==> config.mk <==
export PLATFORM = sky130hd
export DESIGN_NAME = strx_engine
export DESIGN_NICKNAME = d
export VERILOG_FILES = /design/src/rtl/strx_pkg.sv /design/src/rtl/strx_stepper.sv /design/src/rtl/strx_index_reg.sv /design/src/rtl/strx_lane_merge.sv /design/src/rtl/strx_fsm.sv /design/src/rtl/strx_engine.sv
export SDC_FILE = /design/constraint.sdc
export NUM_CORES = 1
export LEC_CHECK = 0
export ABC_AREA = 1
export ABC_CLOCK_PERIOD_IN_PS = 4450
export BUFFER_PORTS_ARGS = -buffer_cell sky130_fd_sc_hd__buf_2
export CAP_MARGIN = 25
export CORE_AREA = 2 2 133 135
export CTS_BUF_LIST = sky130_fd_sc_hd__clkbuf_4 sky130_fd_sc_hd__clkbuf_8
export CTS_CLUSTER_DIAMETER = 150
export DETAILED_ROUTE_END_ITERATION = 8
export DIE_AREA = 0 0 135 137
export PLACE_DENSITY_LB_ADDON = 0.25
export SLEW_MARGIN = 10
export SYNTH_ARGS = -nofsm -noshare
export SYNTH_HDL_FRONTEND = slang
export SYNTH_SLANG_ARGS = --single-unit
==> constraint.sdc <==
create_clock -name clk -period 4.45 [get_ports clk]
set_input_delay 0.445 -clock clk [delete_from_list [all_inputs] [get_ports clk]]
set_output_delay 0.445 -clock clk [all_outputs]
set_load 0.01 [all_outputs]
==> src/rtl/strx_pkg.sv <==
package strx_pkg;

  typedef enum logic [1:0] {
    OP_MOVE  = 2'd0,
    OP_STORE = 2'd1,
    OP_LOAD  = 2'd2,
    OP_LOAD2 = 2'd3
  } strx_op_e;

  typedef enum logic [2:0] {
    ST_IDLE,
    ST_RD_REQ,
    ST_RD_WAIT,
    ST_WR_REQ,
    ST_FINISH
  } strx_state_e;

  // Bytes covered by one element for a size code.
  function automatic int unsigned elem_bytes(input logic [1:0] sz);
    case (sz)
      2'd0:    return 1;
      2'd1:    return 2;
      default: return 4;
    endcase
  endfunction

endpackage

==> src/rtl/strx_stepper.sv <==
module strx_stepper #(
  parameter int ADDR_W = 16
) (
  input  logic [ADDR_W-1:0] idx_i,
  input  logic [1:0]        size_i,
  input  logic              dir_i,
  output logic [ADDR_W-1:0] idx_o
);
  logic [ADDR_W-1:0] delta;

  always_comb begin
    delta = '0;
    case (size_i)
      2'd0:    delta[0] = 1'b1;
      2'd1:    delta[1] = 1'b1;
      default: delta[2] = 1'b1;
    endcase
    idx_o = dir_i ? (idx_i - delta) : (idx_i + delta);
  end
endmodule

==> src/rtl/strx_index_reg.sv <==
module strx_index_reg #(
  parameter int ADDR_W = 16
) (
  input  logic              clk,
  input  logic              rst_n,
  input  logic              load_i,
  input  logic [ADDR_W-1:0] load_val_i,
  input  logic              adv_i,
  input  logic [1:0]        size_i,
  input  logic              dir_i,
  output logic [ADDR_W-1:0] idx_o
);
  logic [ADDR_W-1:0] nxt;

  strx_stepper #(.ADDR_W(ADDR_W)) u_step (
    .idx_i (idx_o),
    .size_i(size_i),
    .dir_i (dir_i),
    .idx_o (nxt)
  );

  always_ff @(posedge clk or negedge rst_n) begin
    if (!rst_n)      idx_o <= '0;
    else if (load_i) idx_o <= load_val_i;
    else if (adv_i)  idx_o <= nxt;
  end
endmodule

==> src/rtl/strx_lane_merge.sv <==
module strx_lane_merge #(
  parameter int DATA_W = 32
) (
  input  logic [DATA_W-1:0] base_i,
  input  logic [DATA_W-1:0] new_i,
  input  logic [1:0]        size_i,
  output logic [DATA_W-1:0] out_o
);
  import strx_pkg::*;
  localparam int LANES = DATA_W / 8;

  int unsigned      nb;
  logic [LANES-1:0] take;

  always_comb nb = elem_bytes(size_i);

  for (genvar g = 0; g < LANES; g++) begin : g_lane
    assign take[g]          = (nb > 32'(g));
    assign out_o[g*8 +: 8]  = take[g] ? new_i[g*8 +: 8] : base_i[g*8 +: 8];
  end
endmodule

==> src/rtl/strx_fsm.sv <==
module strx_fsm (
  input  logic       clk,
  input  logic       rst_n,
  input  logic       start_fire_i,
  input  logic [1:0] op_i,
  input  logic       rep_i,
  input  logic       cx_zero_i,
  input  logic       req_ready_i,
  input  logic       rsp_valid_i,
  input  logic       cnt_last_i,
  output logic       req_valid_o,
  output logic       req_we_o,
  output logic       rsp_ready_o,
  output logic       rd_fire_o,
  output logic       elem_done_o,
  output logic       done_o,
  output logic       busy_o,
  output logic [1:0] op_o,
  output logic       rep_o
);
  import strx_pkg::*;

  strx_state_e state_q, state_d;
  logic [1:0]  op_q;
  logic        rep_q;
  logic        more;

  assign op_o  = op_q;
  assign rep_o = rep_q;
  assign more  = rep_q && !cnt_last_i;

  always_comb begin
    state_d     = state_q;
    req_valid_o = 1'b0;
    req_we_o    = 1'b0;
    rsp_ready_o = 1'b0;
    rd_fire_o   = 1'b0;
    elem_done_o = 1'b0;
    done_o      = 1'b0;
    case (state_q)
      ST_IDLE: begin
        if (start_fire_i) begin
          if (rep_i && cx_zero_i)  state_d = ST_FINISH;
          else if (op_i == OP_STORE) state_d = ST_WR_REQ;
          else                       state_d = ST_RD_REQ;
        end
      end
      ST_RD_REQ: begin
        req_valid_o = 1'b1;
        if (req_ready_i) state_d = ST_RD_WAIT;
      end
      ST_RD_WAIT: begin
        rsp_ready_o = 1'b1;
        if (rsp_valid_i) begin
          rd_fire_o = 1'b1;
          if (op_q == OP_MOVE) begin
            state_d = ST_WR_REQ;
          end else begin
            elem_done_o = 1'b1;
            state_d     = more ? ST_RD_REQ : ST_FINISH;
          end
        end
      end
      ST_WR_REQ: begin
        req_valid_o = 1'b1;
        req_we_o    = 1'b1;
        if (req_ready_i) begin
          elem_done_o = 1'b1;
          if (!more)                 state_d = ST_FINISH;
          else if (op_q == OP_MOVE)  state_d = ST_RD_REQ;
          else                       state_d = ST_WR_REQ;
        end
      end
      ST_FINISH: begin
        done_o  = 1'b1;
        state_d = ST_IDLE;
      end
      default: state_d = ST_IDLE;
    endcase
  end

  assign busy_o = (state_q != ST_IDLE);

  always_ff @(posedge clk or negedge rst_n) begin
    if (!rst_n) begin
      state_q <= ST_IDLE;
      op_q    <= 2'd0;
      rep_q   <= 1'b0;
    end else begin
      state_q <= state_d;
      if (start_fire_i) begin
        op_q  <= op_i;
        rep_q <= rep_i;
      end
    end
  end
endmodule

==> src/rtl/strx_engine.sv <==
module strx_engine #(
  parameter int ADDR_W = 16,
  parameter int DATA_W = 32,
  parameter int CNT_W  = 16
) (
  input  logic              clk,
  input  logic              rst_n,
  input  logic              start_i,
  input  logic [1:0]        op_i,
  input  logic [1:0]        size_i,
  input  logic              rep_i,
  input  logic              dir_i,
  input  logic [ADDR_W-1:0] si_i,
  input  logic [ADDR_W-1:0] di_i,
  input  logic [CNT_W-1:0]  cx_i,
  input  logic [DATA_W-1:0] acc_i,
  output logic              busy_o,
  output logic              done_o,
  output logic [ADDR_W-1:0] si_o,
  output logic [ADDR_W-1:0] di_o,
  output logic [CNT_W-1:0]  cx_o,
  output logic [DATA_W-1:0] acc_o,
  output logic              mem_req_valid_o,
  input  logic              mem_req_ready_i,
  output logic              mem_req_we_o,
  output logic              mem_req_seg_o,
  output logic [1:0]        mem_req_size_o,
  output logic [ADDR_W-1:0] mem_req_addr_o,
  output logic [DATA_W-1:0] mem_req_wdata_o,
  input  logic              mem_rsp_valid_i,
  output logic              mem_rsp_ready_o,
  input  logic [DATA_W-1:0] mem_rsp_data_i
);
  import strx_pkg::*;

  localparam logic [CNT_W-1:0] CNT_ONE = CNT_W'(1);

  logic              start_fire;
  logic              rd_fire, elem_done;
  logic [1:0]        op_q;
  logic              rep_q;
  logic [1:0]        size_q;
  logic              dir_q;
  logic [CNT_W-1:0]  cx_q;
  logic [DATA_W-1:0] acc_q, rdata_q;
  logic [DATA_W-1:0] rd_masked, acc_merged, acc_masked;
  logic              adv_src, adv_dst;

  assign start_fire = start_i && !busy_o;

  strx_fsm u_fsm (
    .clk         (clk),
    .rst_n       (rst_n),
    .start_fire_i(start_fire),
    .op_i        (op_i),
    .rep_i       (rep_i),
    .cx_zero_i   (cx_i == '0),
    .req_ready_i (mem_req_ready_i),
    .rsp_valid_i (mem_rsp_valid_i),
    .cnt_last_i  (cx_q == CNT_ONE),
    .req_valid_o (mem_req_valid_o),
    .req_we_o    (mem_req_we_o),
    .rsp_ready_o (mem_rsp_ready_o),
    .rd_fire_o   (rd_fire),
    .elem_done_o (elem_done),
    .done_o      (done_o),
    .busy_o      (busy_o),
    .op_o        (op_q),
    .rep_o       (rep_q)
  );

  assign adv_src = elem_done && (op_q != OP_STORE);
  assign adv_dst = elem_done && (op_q == OP_MOVE || op_q == OP_STORE);

  // Source and destination index registers share one structure.
  for (genvar k = 0; k < 2; k++) begin : g_idx
    logic              ld_adv;
    logic [ADDR_W-1:0] ld_val;
    logic [ADDR_W-1:0] q;
    assign ld_adv = (k == 0) ? adv_src : adv_dst;
    assign ld_val = (k == 0) ? si_i : di_i;
    strx_index_reg #(.ADDR_W(ADDR_W)) u_idx (
      .clk       (clk),
      .rst_n     (rst_n),
      .load_i    (start_fire),
      .load_val_i(ld_val),
      .adv_i     (ld_adv),
      .size_i    (size_q),
      .dir_i     (dir_q),
      .idx_o     (q)
    );
  end

  assign si_o = g_idx[0].q;
  assign di_o = g_idx[1].q;

  strx_lane_merge #(.DATA_W(DATA_W)) u_rd_mask (
    .base_i(DATA_W'(0)),
    .new_i (mem_rsp_data_i),
    .size_i(size_q),
    .out_o (rd_masked)
  );

  strx_lane_merge #(.DATA_W(DATA_W)) u_acc_merge (
    .base_i(acc_q),
    .new_i (mem_rsp_data_i),
    .size_i(size_q),
    .out_o (acc_merged)
  );

  strx_lane_merge #(.DATA_W(DATA_W)) u_acc_mask (
    .base_i(DATA_W'(0)),
    .new_i (acc_q),
    .size_i(size_q),
    .out_o (acc_masked)
  );

  always_ff @(posedge clk or negedge rst_n) begin
    if (!rst_n) begin
      size_q  <= 2'd0;
      dir_q   <= 1'b0;
      cx_q    <= '0;
      acc_q   <= '0;
      rdata_q <= '0;
    end else begin
      if (start_fire) begin
        size_q <= size_i;
        dir_q  <= dir_i;
        cx_q   <= cx_i;
        acc_q  <= acc_i;
      end else begin
        if (elem_done && rep_q) cx_q <= cx_q - CNT_ONE;
        if (rd_fire) begin
          rdata_q <= rd_masked;
          if (op_q[1]) acc_q <= acc_merged;
        end
      end
    end
  end

  assign cx_o            = cx_q;
  assign acc_o           = acc_q;
  assign mem_req_seg_o   = mem_req_we_o;
  assign mem_req_size_o  = size_q;
  assign mem_req_addr_o  = mem_req_we_o ? di_o : si_o;
  assign mem_req_wdata_o = (op_q == OP_MOVE) ? rdata_q : acc_masked;

endmodule

==> results of run 1 <==
## power by group through the flow
stage	Combinational [mW]	Clock, mW	Sequential, mW
finish	5.72	1.03	2.10
global route	6.46	1.09	2.17
CTS	5.70	1.04	2.09
detailed placement	5.67	0	2.11
global placement	5.60	0	2.09
floorplan	3.92	0	2.17
## worst min-delay path, delay by kind of cell
kind,cells,cell delay (ns)
simple gates,2,0.10
buf+inv,1,0.09
## metal layers
layer / GRT usage / wire (um) / vias to the layer above
li1: - / - / 4339
met1: 0.3736 / 11240 / 4020
met2: 0.4563 / 11790 / 336
met3: 0.04074 / 1711 / 39
met4: 0.09201 / 552 / 2
met5: 0 / 7 / -
## placed cells by master (no fill, tap or decap), types with 9 or more instances in the layout
cell type  Yosys  layout
ha_1          32      32
buf_4          6       9
nand3_1       98      98
nor3_1        11      11
inv_1        111     111
buf_2         21     257
a31oi_1       13      13
o21ai_0       75      75
o22ai_1       34      34
mux2_2        24      24
a21oi_1       41      41
nand2_1      365     364
nor2_1        98      98
dfrtp_1      121     121
o21ai_1       15      15
clkbuf_8       0      17
xor2_1        13      13
## flip-flops by register name (all words and copies together), names as in the netlist
name               count
rdata_q               32
cx_o                  16
mem_req_size_o         2
g_idx.u_idx.idx_o     32
u_fsm.state_q          3
u_fsm.rep_o            1
acc_o                 32
dir_q                  1
u_fsm.op_o             2
## layout make-up
class	instances	area, sq um	area share
multi-input cells	883	4593	0.4529
flip-flops and latches	121	3028	0.2986
repair buffers	268	1379	0.1360
inverters	120	457.9	0.04516
well taps	225	281.5	0.02776
clock buffers	19	249.0	0.02455
clock inverters	12	150.1	0.01481
diodes	1	2.502	0.0002468
## per-stage QoR
stage          worst slack, ns  hold WS [ns]  cells
2_1_floorplan            1.484        0.1494   1172
3_3_place_gp             1.339        0.4183   1615
3_5_place_dp             1.199        0.4204   1615
4_1_cts                  1.178        0.1890   1647
5_1_grt                 0.8296        0.2028   1649
6_report                 1.172        0.2242   1649
## final timing paths
path                              startpoint                       end  slack [ns]  cells after the start
max in group asynchronous              rst_n                  acc_o[2]        2.96                      3
setup reg to reg           mem_req_size_o[0]  g_idx[0].u_idx.idx_o[12]        1.17                     12
hold reg to reg            mem_req_size_o[0]         mem_req_size_o[0]        0.53                      2
hold / removal                         dir_i                     dir_q        0.22                      3
min in group asynchronous              rst_n                 acc_o[18]        0.47                      2
setup / recovery           mem_req_size_o[0]  g_idx[0].u_idx.idx_o[12]        1.17                     12
## cell families (layout without fill, tap and decap cells)
logic type,count (synthesis),in the layout,share of synthesized area
multiplexers,24,24,0.03239
buffers and inverters,168,419,0.08683
other,0,1,0
AO/OA/AOI/OAI,208,208,0.1482
flip-flops,121,121,0.3629
AND/OR/NAND/NOR,601,601,0.3001
adder cells (fa/ha/maj),34,34,0.05279
XOR/XNOR,16,16,0.01680
==> run summary, run 1 <==
run status -> finished clean
post-layout minimum cycle time -> 3.278 ns
Top delay family on crit path -> compound AO/OA/AOI/OAI gates
number of synthesized register bits -> 121
die height -> 137 um
RePlAce Congestion -> 0.9472
number of enable flip-flop cells after synthesis -> 0
die area -> 0.01850 sq mm
Peak VDD IR -> 0.4184 mV
Max Freq -> 0.3050 GHz
number of detailed-route iterations in the first pass -> 5
logic gate share of total power -> 0.646
final hold violation count -> 0
Clock Tree Buf Depth -> 2
ys async rst share -> 1.000
setup TNS -> 0 ns
top-count cell post-synth -> nand2_1
Finish-stage setup viols -> 0
Reg power frac -> 0.238
Cell variety after synth -> 46
CTS buffer count -> 17
placed instance area -> 0.009714 sq mm
crit end category -> register
Ports -> 259
Routed WL per cell -> 15.34 um
cell count after synthesis -> 1172
slowest CP cell -> o21ai_0
H-tree depth -> 4
leading area contributor after synthesis -> dfrtp_1
max-cap violation count -> 0
switch share -> 0.5150
Crit Path Max Fanout -> 12
first-pass GRT wire length -> 40290 um
syn avg cell area -> 7.119 sq um
global route overflow -> 0
Synth Cell Area -> 0.008343 sq mm
vias in the first global route -> 8085
Max stage delay on crit path -> 0.62 ns
final cell utilization of the core -> 0.5946
DRT Wirelength -> 25290 um
Die X -> 135 um
clk slew on worst S/H paths -> 0.08 ns
register area share after synthesis -> 0.3629
Routed Antenna Nets -> 0
final worst path period share -> 0.7367
internal power -> 4.292 mW
Post-CTS Setup Bufs -> 0
Setup CP Type -> reg -> reg
Synth area leaders -> dfrtp_1, nand2_1, nand3_1, inv_1, ha_1
Critical Path RT -> 4.78 ns
worst hold path type -> in -> reg
area share of the largest cell type after synthesis -> 0.3629
First DRT Iteration DRCs -> 538
Row Count -> 48
P&R area growth vs syn -> 21.55%
dpl hpwl -> 18600 um
Clock Latency Late Sink -> 0.44 ns
CTS tree -> done
clk_skew -> 0.01383 ns
share of layout cells above drive strength 1 -> 0.2481
leak pwr -> 5.564 nW
total power -> 8.848 mW
Initial Utilization -> 0.4891
nets -> 1568
synthesis warning total -> 0
Fillers -> 1674
WP data arrival -> 3.61 ns
worst-path cell chain -> nor2_1 -> inv_1 -> ha_1 -> o21ai_0 -> fa_1 -> inv_1 -> o21bai_1 -> nand3_1 -> nand3_1 -> nand2_1 -> o21ai_0 -> nand2_1
core area -> 0.01706 sq mm
switching power -> 4.557 mW
antenna violations before repair -> 2
CP startpoint kind -> register
Mapped Nets -> 1329
Primary FF master, synth -> dfrtp_1
Clock Power Share -> 0.116
RSZ-0062 raised after global routing -> false
Post-CTS Hold Buffers -> 1
PostCTS Resize Cnt -> 0
crit path buf inv count -> 2
post-route cell area -> 0.01014 sq mm
DRC -> 0
Worst-Margin Slew -> 0.8709 ns
top cells by count, synth -> nand2_1, dfrtp_1, inv_1
clock root buffer -> clkbuf_8
largest net degree at the start of global routing -> 58
via count -> 8736
Port Buffers -> 258
power per cell area -> 872.5 mW/mm^2
Slew headroom -> 0.4173
Avg Vias per Cell -> 5.298
final-report max-slew violation count -> 0
CTS sink count -> 121
gr usage total -> 0.2761
(Power assumes the default switching activity.)
==> run 2: changes to the inputs <==
Settings changed: ABC_AREA 1 to 0, ABC_CLOCK_PERIOD_IN_PS 4450 to 3100, CORE_AREA 2 2 133 135 to 2 2 129 131, DIE_AREA 0 0 135 137 to 0 0 131 133.
Clock period 4.45 ns to 3.1 ns, I/O delays scaled along.
==> run 2 against run 1 <==
Synthesized area down 5.3%. Cell count down 13%. Core utilization up 2.2 points. Worst setup slack worse by 1.1 ns. Global-route usage down 0.50 points. Critical path type unchanged.
==> run summary, run 2 <==
number of detailed-route iterations in the first pass -> 5 (unchanged)
ys async rst share -> 1.000 (unchanged)
slowest CP cell -> fa_1
H-tree depth -> 4 (unchanged)
CTS buffer count -> 17 (unchanged)
dpl hpwl -> 17110 um (-8.0%)
final worst path period share -> 0.9656 (+0.2289)
Primary FF master, synth -> dfrtp_1
met2 wire length -> 11110 um (-5.7%)
vias in the first global route -> 7396 (-8.5%)
Setup CP Type -> reg -> reg
worst hold path type -> in -> reg
commonest non-fill, non-tap cell in the layout -> buf_2
core area -> 0.01617 sq mm (-5.2%)
power per cell area -> 1230 mW/mm^2 (+41%)
register area share after synthesis -> 0.3832 (+0.02023)
Cell variety after synth -> 60 (+30%)
number of synthesized register bits -> 121 (unchanged)
final hold violation count -> 0 (unchanged)
Routed Antenna Nets -> 0 (unchanged)
post-layout minimum cycle time -> 2.993 ns (-0.2850 ns)
Critical Path RT -> 3.43 ns (-1.35 ns)
RSZ-0062 raised after global routing -> true
Synth area leaders -> dfrtp_1, nand2_1, o21ai_0, ha_1, mux2i_1
area share of the largest cell type after synthesis -> 0.3832 (+0.02023)
Peak VDD IR -> 0.5904 mV (+41%)
crit end category -> register
Slew headroom -> 0.3639 (-0.05345)
First DRT Iteration DRCs -> 532 (-1.1%)
dpl ws -> 0.06215 ns (-1.137 ns)
P&R area growth vs syn -> 26.08%
worst-path cell chain -> nand2b_1 -> ha_1 -> inv_1 -> mux2_2 -> fa_1 -> a31oi_1 -> nand3_2 -> a31oi_1 -> a32oi_1 -> nor4_1 -> a211oi_1
top-count cell post-synth -> nand2_1
Clock Latency Late Sink -> 0.45 ns (about the same)
Synth Cell Area -> 0.007903 sq mm (-5.3%)
Fin Hold WS -> 0.06154 ns (-0.1627 ns)
nets -> 1362 (-13%)
CTS tree -> done
reg-to-reg slack, setup -> 0.11 ns (-1.06 ns)
DRT Wirelength -> 23830 um (-5.8%)
Max stage delay on crit path -> 0.46 ns (-0.16 ns)
synthesis warning total -> 0 (unchanged)
global route overflow -> 0 (unchanged)
Max Freq -> 0.3341 GHz (+9.5%)
final cell utilization of the core -> 0.6161 (+0.02154)
antenna violations before repair -> 1 (-1)
die area -> 0.01742 sq mm (-5.8%)
CTS sink count -> 121 (unchanged)
share of layout cells above drive strength 1 -> 0.2890 (+0.04093)
Post-Route M1 WL -> 10710 um (-4.7%)
run status -> finished clean
max-cap violation count -> 0 (unchanged)
Die X -> 131 um (-3.0%)
via count -> 8118 (-7.1%)
Worst-Margin Slew -> 0.9542 ns (+0.08326 ns)
Clock Tree Buf Depth -> 2 (unchanged)
DRC -> 0 (unchanged)
RePlAce Congestion -> 0.9230 (-2.6%)
WP data arrival -> 3.32 ns (-0.29 ns)
top cells by count, synth -> nand2_1, o21ai_0, dfrtp_1
CP most frequent cell -> a31oi_1
Avg Vias per Cell -> 5.641 (+6.5%)
number of enable flip-flop cells after synthesis -> 0 (unchanged)
most frequent cells in the layout -> buf_2, nand2_1, o21ai_0
Port Buffers -> 258 (unchanged)
Finish-stage setup viols -> 0 (unchanged)
die height -> 133 um (-2.9%)
clk_skew -> 0.01108 ns (-0.002754 ns)
leading area contributor after synthesis -> dfrtp_1
Hold Path Depth -> 3 (unchanged)
Crit Path Max Fanout -> 4 (-8)
gr usage total -> 0.2712 (-0.004953)
cell count after synthesis -> 959 (-18%)
placed instance area -> 0.009463 sq mm (-2.6%)
syn avg cell area -> 8.240 sq um (+16%)
clock root buffer -> clkbuf_8
final-report max-slew violation count -> 0 (unchanged)
post-route cell area -> 0.009963 sq mm (-1.8%)
clk slew on worst S/H paths -> 0.08 ns (about the same)
CP startpoint kind -> register
Row Count -> 47 (-2.1%)
Routed WL per cell -> 16.56 um (+8.0%)
Fillers -> 1502 (-10%)
Initial Utilization -> 0.4887 (about the same)
leak pwr -> 4.918 nW (-12%)
total power -> 12.25 mW (+38%)
largest net degree at the start of global routing -> 60 (+3.4%)
Ports -> 259 (unchanged)
Mapped Nets -> 1116 (-16%)
top layer in use -> met4
met3 wire length -> 1414 um (-17%)
first-pass GRT wire length -> 37520 um (-6.9%)
R2R depth -> 11 (-1)
Final WS setup -> 0.1067 ns (-1.065 ns)
-- run 2: what timing repair did --
action / 4_1_cts / 5_1_grt
setup endpoints to repair: 0 / 20
resized for setup: 0 / 9
buffers inserted: 0 / 1
hold buffers: 1 / 0
endpoints found under the hold margin: 57 / 0
-- run 2: final timing paths --
check                                   from                        to
hold reg to reg                  rdata_q[18]               rdata_q[18]
hold / removal                      acc_i[0]                  acc_o[0]
setup reg to reg           mem_req_size_o[1]  g_idx[1].u_idx.idx_o[14]
max in group asynchronous              rst_n                   cx_o[3]
min in group asynchronous              rst_n                 acc_o[16]
setup / recovery           mem_req_size_o[1]  g_idx[1].u_idx.idx_o[14]
-- run 2: metrics by stage --
step           std cells  TNS [ns]
2_1_floorplan        959         0
3_3_place_gp        1400         0
3_5_place_dp        1404         0
4_1_cts             1437         0
5_1_grt             1439   -0.3366
6_report            1439         0
-- run 2: cell families after synthesis --
| group | synth area share |
|---|---|
| mux | 0.07631 |
| compound gates | 0.2166 |
| xor+xnor | 0.01884 |
| buf+inv | 0.03990 |
| flops | 0.3832 |
| simple gates | 0.2095 |
| fa+ha+maj | 0.05573 |
-- run 2: where the power goes --
group          internal [mW]  switching [mW]  leakage (nW)  total [mW]
sequential              2.29           0.742          1.51        3.03
combinational           3.16            4.44          3.18        7.60
clock                  0.938           0.677         0.227        1.61
-- run 2: critical path: cells and delay by family (launching register included) --
kind                       cells  cell delay, ns
AOI/OAI and AO/OA              4            0.78
adders and majority gates      2            0.77
and+or+nand+nor                3            0.54
DFF                            1            0.42
muxes                          1            0.32
buffers and inverters          1            0.05
-- run 2: routing by layer --
metal	track usage	up-vias
li1	-	3941
met3	0.04852	42
met2	0.4295	314
met5	0	-
met4	0.09929	0
met1	0.3704	3821
-- run 2: cell type report --
class                           instances  area [sq um]  area share
Multi-Input combinational cell        761          4619      0.4636
Tap cell                              220         275.3     0.02763
Sequential cell                       121          3028      0.3039
Clock inverter                         11         168.9     0.01695
Clock buffer                           21         276.5     0.02775
Inverter                               20         76.32    0.007660
Timing Repair Buffer                  284          1516      0.1522
Antenna cell                            1         2.502   0.0002512
==> run 3: changes to the inputs <==
Settings changed: CORE_AREA 2 2 129 131 to 2 2 92 183, DIE_AREA 0 0 131 133 to 0 0 94 185, RECOVER_POWER from default to 25.
==> run 3 against run 2 <==
Cell area is 0.62% lower. Hold slack got worse by 0.016 ns. Highest routed layer unchanged. Core utilization down 0.12 points. Die area is 0.19% lower. Maximum frequency down 0.77%. Total power is 0.50% lower. The flow now finishes with violations (max-capacitance violations, max-slew violations). Routed wire length shrank 1.7%. Global-route usage shrank 0.70 points. Clock skew increased by 0.0031 ns. Sequential cell count stayed put. Sequential share of layout area rose by 0.19 points.
==> run summary, run 3 (synthesized netlist as in run 2, its figures left out) <==
run status -> finished, violations left
violated checks -> max-capacitance violations, max-slew violations
clk_skew -> 0.01417 ns (+0.003087 ns)
Inserted Diodes -> 0 (-1)
first-pass GRT wire length -> 36490 um (-2.7%)
Avg Vias per Cell -> 5.696 (+0.96%)
share of layout cells above drive strength 1 -> 0.2707 (-0.01828)
largest net degree at the start of global routing -> 58 (-3.3%)
number of detailed-route iterations in the first pass -> 6 (+1)
Crit Path Max Fanout -> 4 (unchanged)
vias in the first global route -> 7559 (+2.2%)
Hold Path Depth -> 3 (unchanged)
DRT Wirelength -> 23410 um (-1.7%)
CP startpoint kind -> register
final worst path period share -> 0.9730 (+0.007445)
post-route cell area -> 0.009902 sq mm (-0.62%)
reg-to-reg slack, setup -> 0.08 ns (-0.02 ns)
Routed WL per cell -> 16.45 um (-0.65%)
die height -> 185 um (+39%)
post-layout minimum cycle time -> 3.016 ns (+0.02308 ns)
Hold Startpoint -> size_i[1]
gr usage total -> 0.2642 (-0.006977)
Worst-Margin Slew -> 1.514 ns (+0.5600 ns)
clock root buffer -> clkbuf_8
Row Count -> 66 (+40%)
P&R area growth vs syn -> 25.30%
Max Freq -> 0.3315 GHz (-0.77%)
nets -> 1363 (+0.073%)
leak pwr -> 4.811 nW (-2.2%)
R2R depth -> 11 (unchanged)
First DRT Iteration DRCs -> 392 (-26%)
Ports -> 259 (unchanged)
Peak VDD IR -> 0.6817 mV (+15%)
clk slew on worst S/H paths -> 0.08 ns (about the same)
DRC -> 0 (unchanged)
dpl hpwl -> 17170 um (+0.37%)
Routed Antenna Nets -> 0 (unchanged)
most frequent cells in the layout -> buf_2, nand2_1, o21ai_0
worst hold path type -> in -> reg
H-tree depth -> 4 (unchanged)
reg-to-reg startpoint -> mem_req_size_o[1]
Setup CP Type -> reg -> reg
placed instance area -> 0.009443 sq mm (-0.21%)
max-cap violation count -> 1 (+1)
CTS sink count -> 121 (unchanged)
total power -> 12.19 mW (-0.50%)
CTS tree -> done
commonest non-fill, non-tap cell in the layout -> buf_2
Finish-stage setup viols -> 0 (unchanged)
via count -> 8105 (-0.16%)
Initial Utilization -> 0.4908 (+0.002088)
power per cell area -> 1231 mW/mm^2 (+0.12%)
Clock Latency Late Sink -> 0.46 ns (about the same)
Port Buffers -> 258 (unchanged)
RePlAce Congestion -> 0.9886 (+7.1%)
die area -> 0.01739 sq mm (-0.19%)
Clock Tree Buf Depth -> 2 (unchanged)
antenna violations before repair -> 1 (unchanged)
Die X -> 94 um (-28%)
Worst R2R End -> g_idx[0].u_idx.idx_o[15]
Critical Path RT -> 3.42 ns (about the same)
global route overflow -> 0 (unchanged)
final hold violation count -> 0 (unchanged)
CTS buffer count -> 17 (unchanged)
core area -> 0.01610 sq mm (-0.43%)
final-report max-slew violation count -> 57 (+57)
crit end category -> register
Slew headroom -> -0.009414 (-0.3733)
RSZ-0062 raised after global routing -> true
Hold Path End -> mem_req_size_o[1]
WP data arrival -> 3.34 ns (+0.02 ns)
[run 3: cell count changes in the layout (fill, tap and decap cells not counted), sizes merged]
| cell | delta |
|---|---|
| clkinv | -1 |
| clkinvlp | +3 |
| inv | -1 |
| diode | -1 |
| clkbuf | +28 |
| buf | -27 |
| bufinv | -1 |
[run 3: timing repair]
item,in CTS,in global routing
endpoints found under the setup margin,1,19
pin swaps,1,3
gates resized for setup,2,11
hold buffers,1,0
endpoints found under the hold margin,55,0
setup buffers,0,1
[run 3: per-layer routing]
metal  track usage  wire (um)
met5             0          0
met4        0.1119        640
met3       0.04597       1387
met2        0.4423      11670
met1        0.3331       9719
[run 3: cell type report]
type | instances | area [sq um]
multi-input cells | 761 | 4641
well taps | 204 | 255.2
inverters | 20 | 76.32
flip-flops and latches | 121 | 3028
repair buffers | 285 | 1484
clock inverters | 11 | 147.6
fillers | 1474 | 6201
clock buffers | 21 | 270.3
[run 3: critical path, cell delays in order, from the launching register on]
cell and delay, ns:
dfrtp_1 0.42, nand2b_1 0.20, ha_1 0.31, inv_1 0.06
mux2_2 0.33, ha_1 0.29, nor2b_1 0.13, o22a_1 0.22
o211ai_1 0.33, a21oi_2 0.15, a2111oi_2 0.36, a311oi_1 0.08
[run 3: report_power, final]
| part | total [mW] | internal, mW | switching (mW) |
|---|---|---|---|
| registers | 3.02 | 2.29 | 0.730 |
| logic | 7.65 | 3.16 | 4.49 |
| clock network | 1.53 | 0.841 | 0.684 |
[run 3: worst max-delay path by stage]
stage	slack, ns	cells after the start	start	end
floorplan	0.03	13	mem_req_size_o[1]	g_idx[1].u_idx.idx_o[8]
finish	0.08	11	mem_req_size_o[1]	g_idx[0].u_idx.idx_o[15]
CTS	0.01	11	mem_req_size_o[1]	g_idx[1].u_idx.idx_o[14]
detailed placement	-0.03	11	mem_req_size_o[1]	g_idx[0].u_idx.idx_o[15]
global route	-0.04	11	mem_req_size_o[1]	g_idx[0].u_idx.idx_o[9]
global placement	0.12	11	mem_req_size_o[1]	g_idx[1].u_idx.idx_o[14]
[run 3: stage by stage]
step | hold WS [ns] | instances | TNS (ns) | utilization | setup WS (ns)
after floorplan | 0.01441 | 959 | 0 | - | 0.03405
after global placement | 0.4294 | 1388 | 0 | 0.5864 | 0.1240
after detailed placement | 0.4397 | 1388 | -0.03233 | 0.5864 | -0.03233
after CTS | 0.01973 | 1421 | 0 | 0.6134 | 0.01236
after global routing | 0.03280 | 1423 | -0.1344 | 0.6149 | -0.03880
final | 0.04525 | 1423 | 0 | 0.6149 | 0.08367
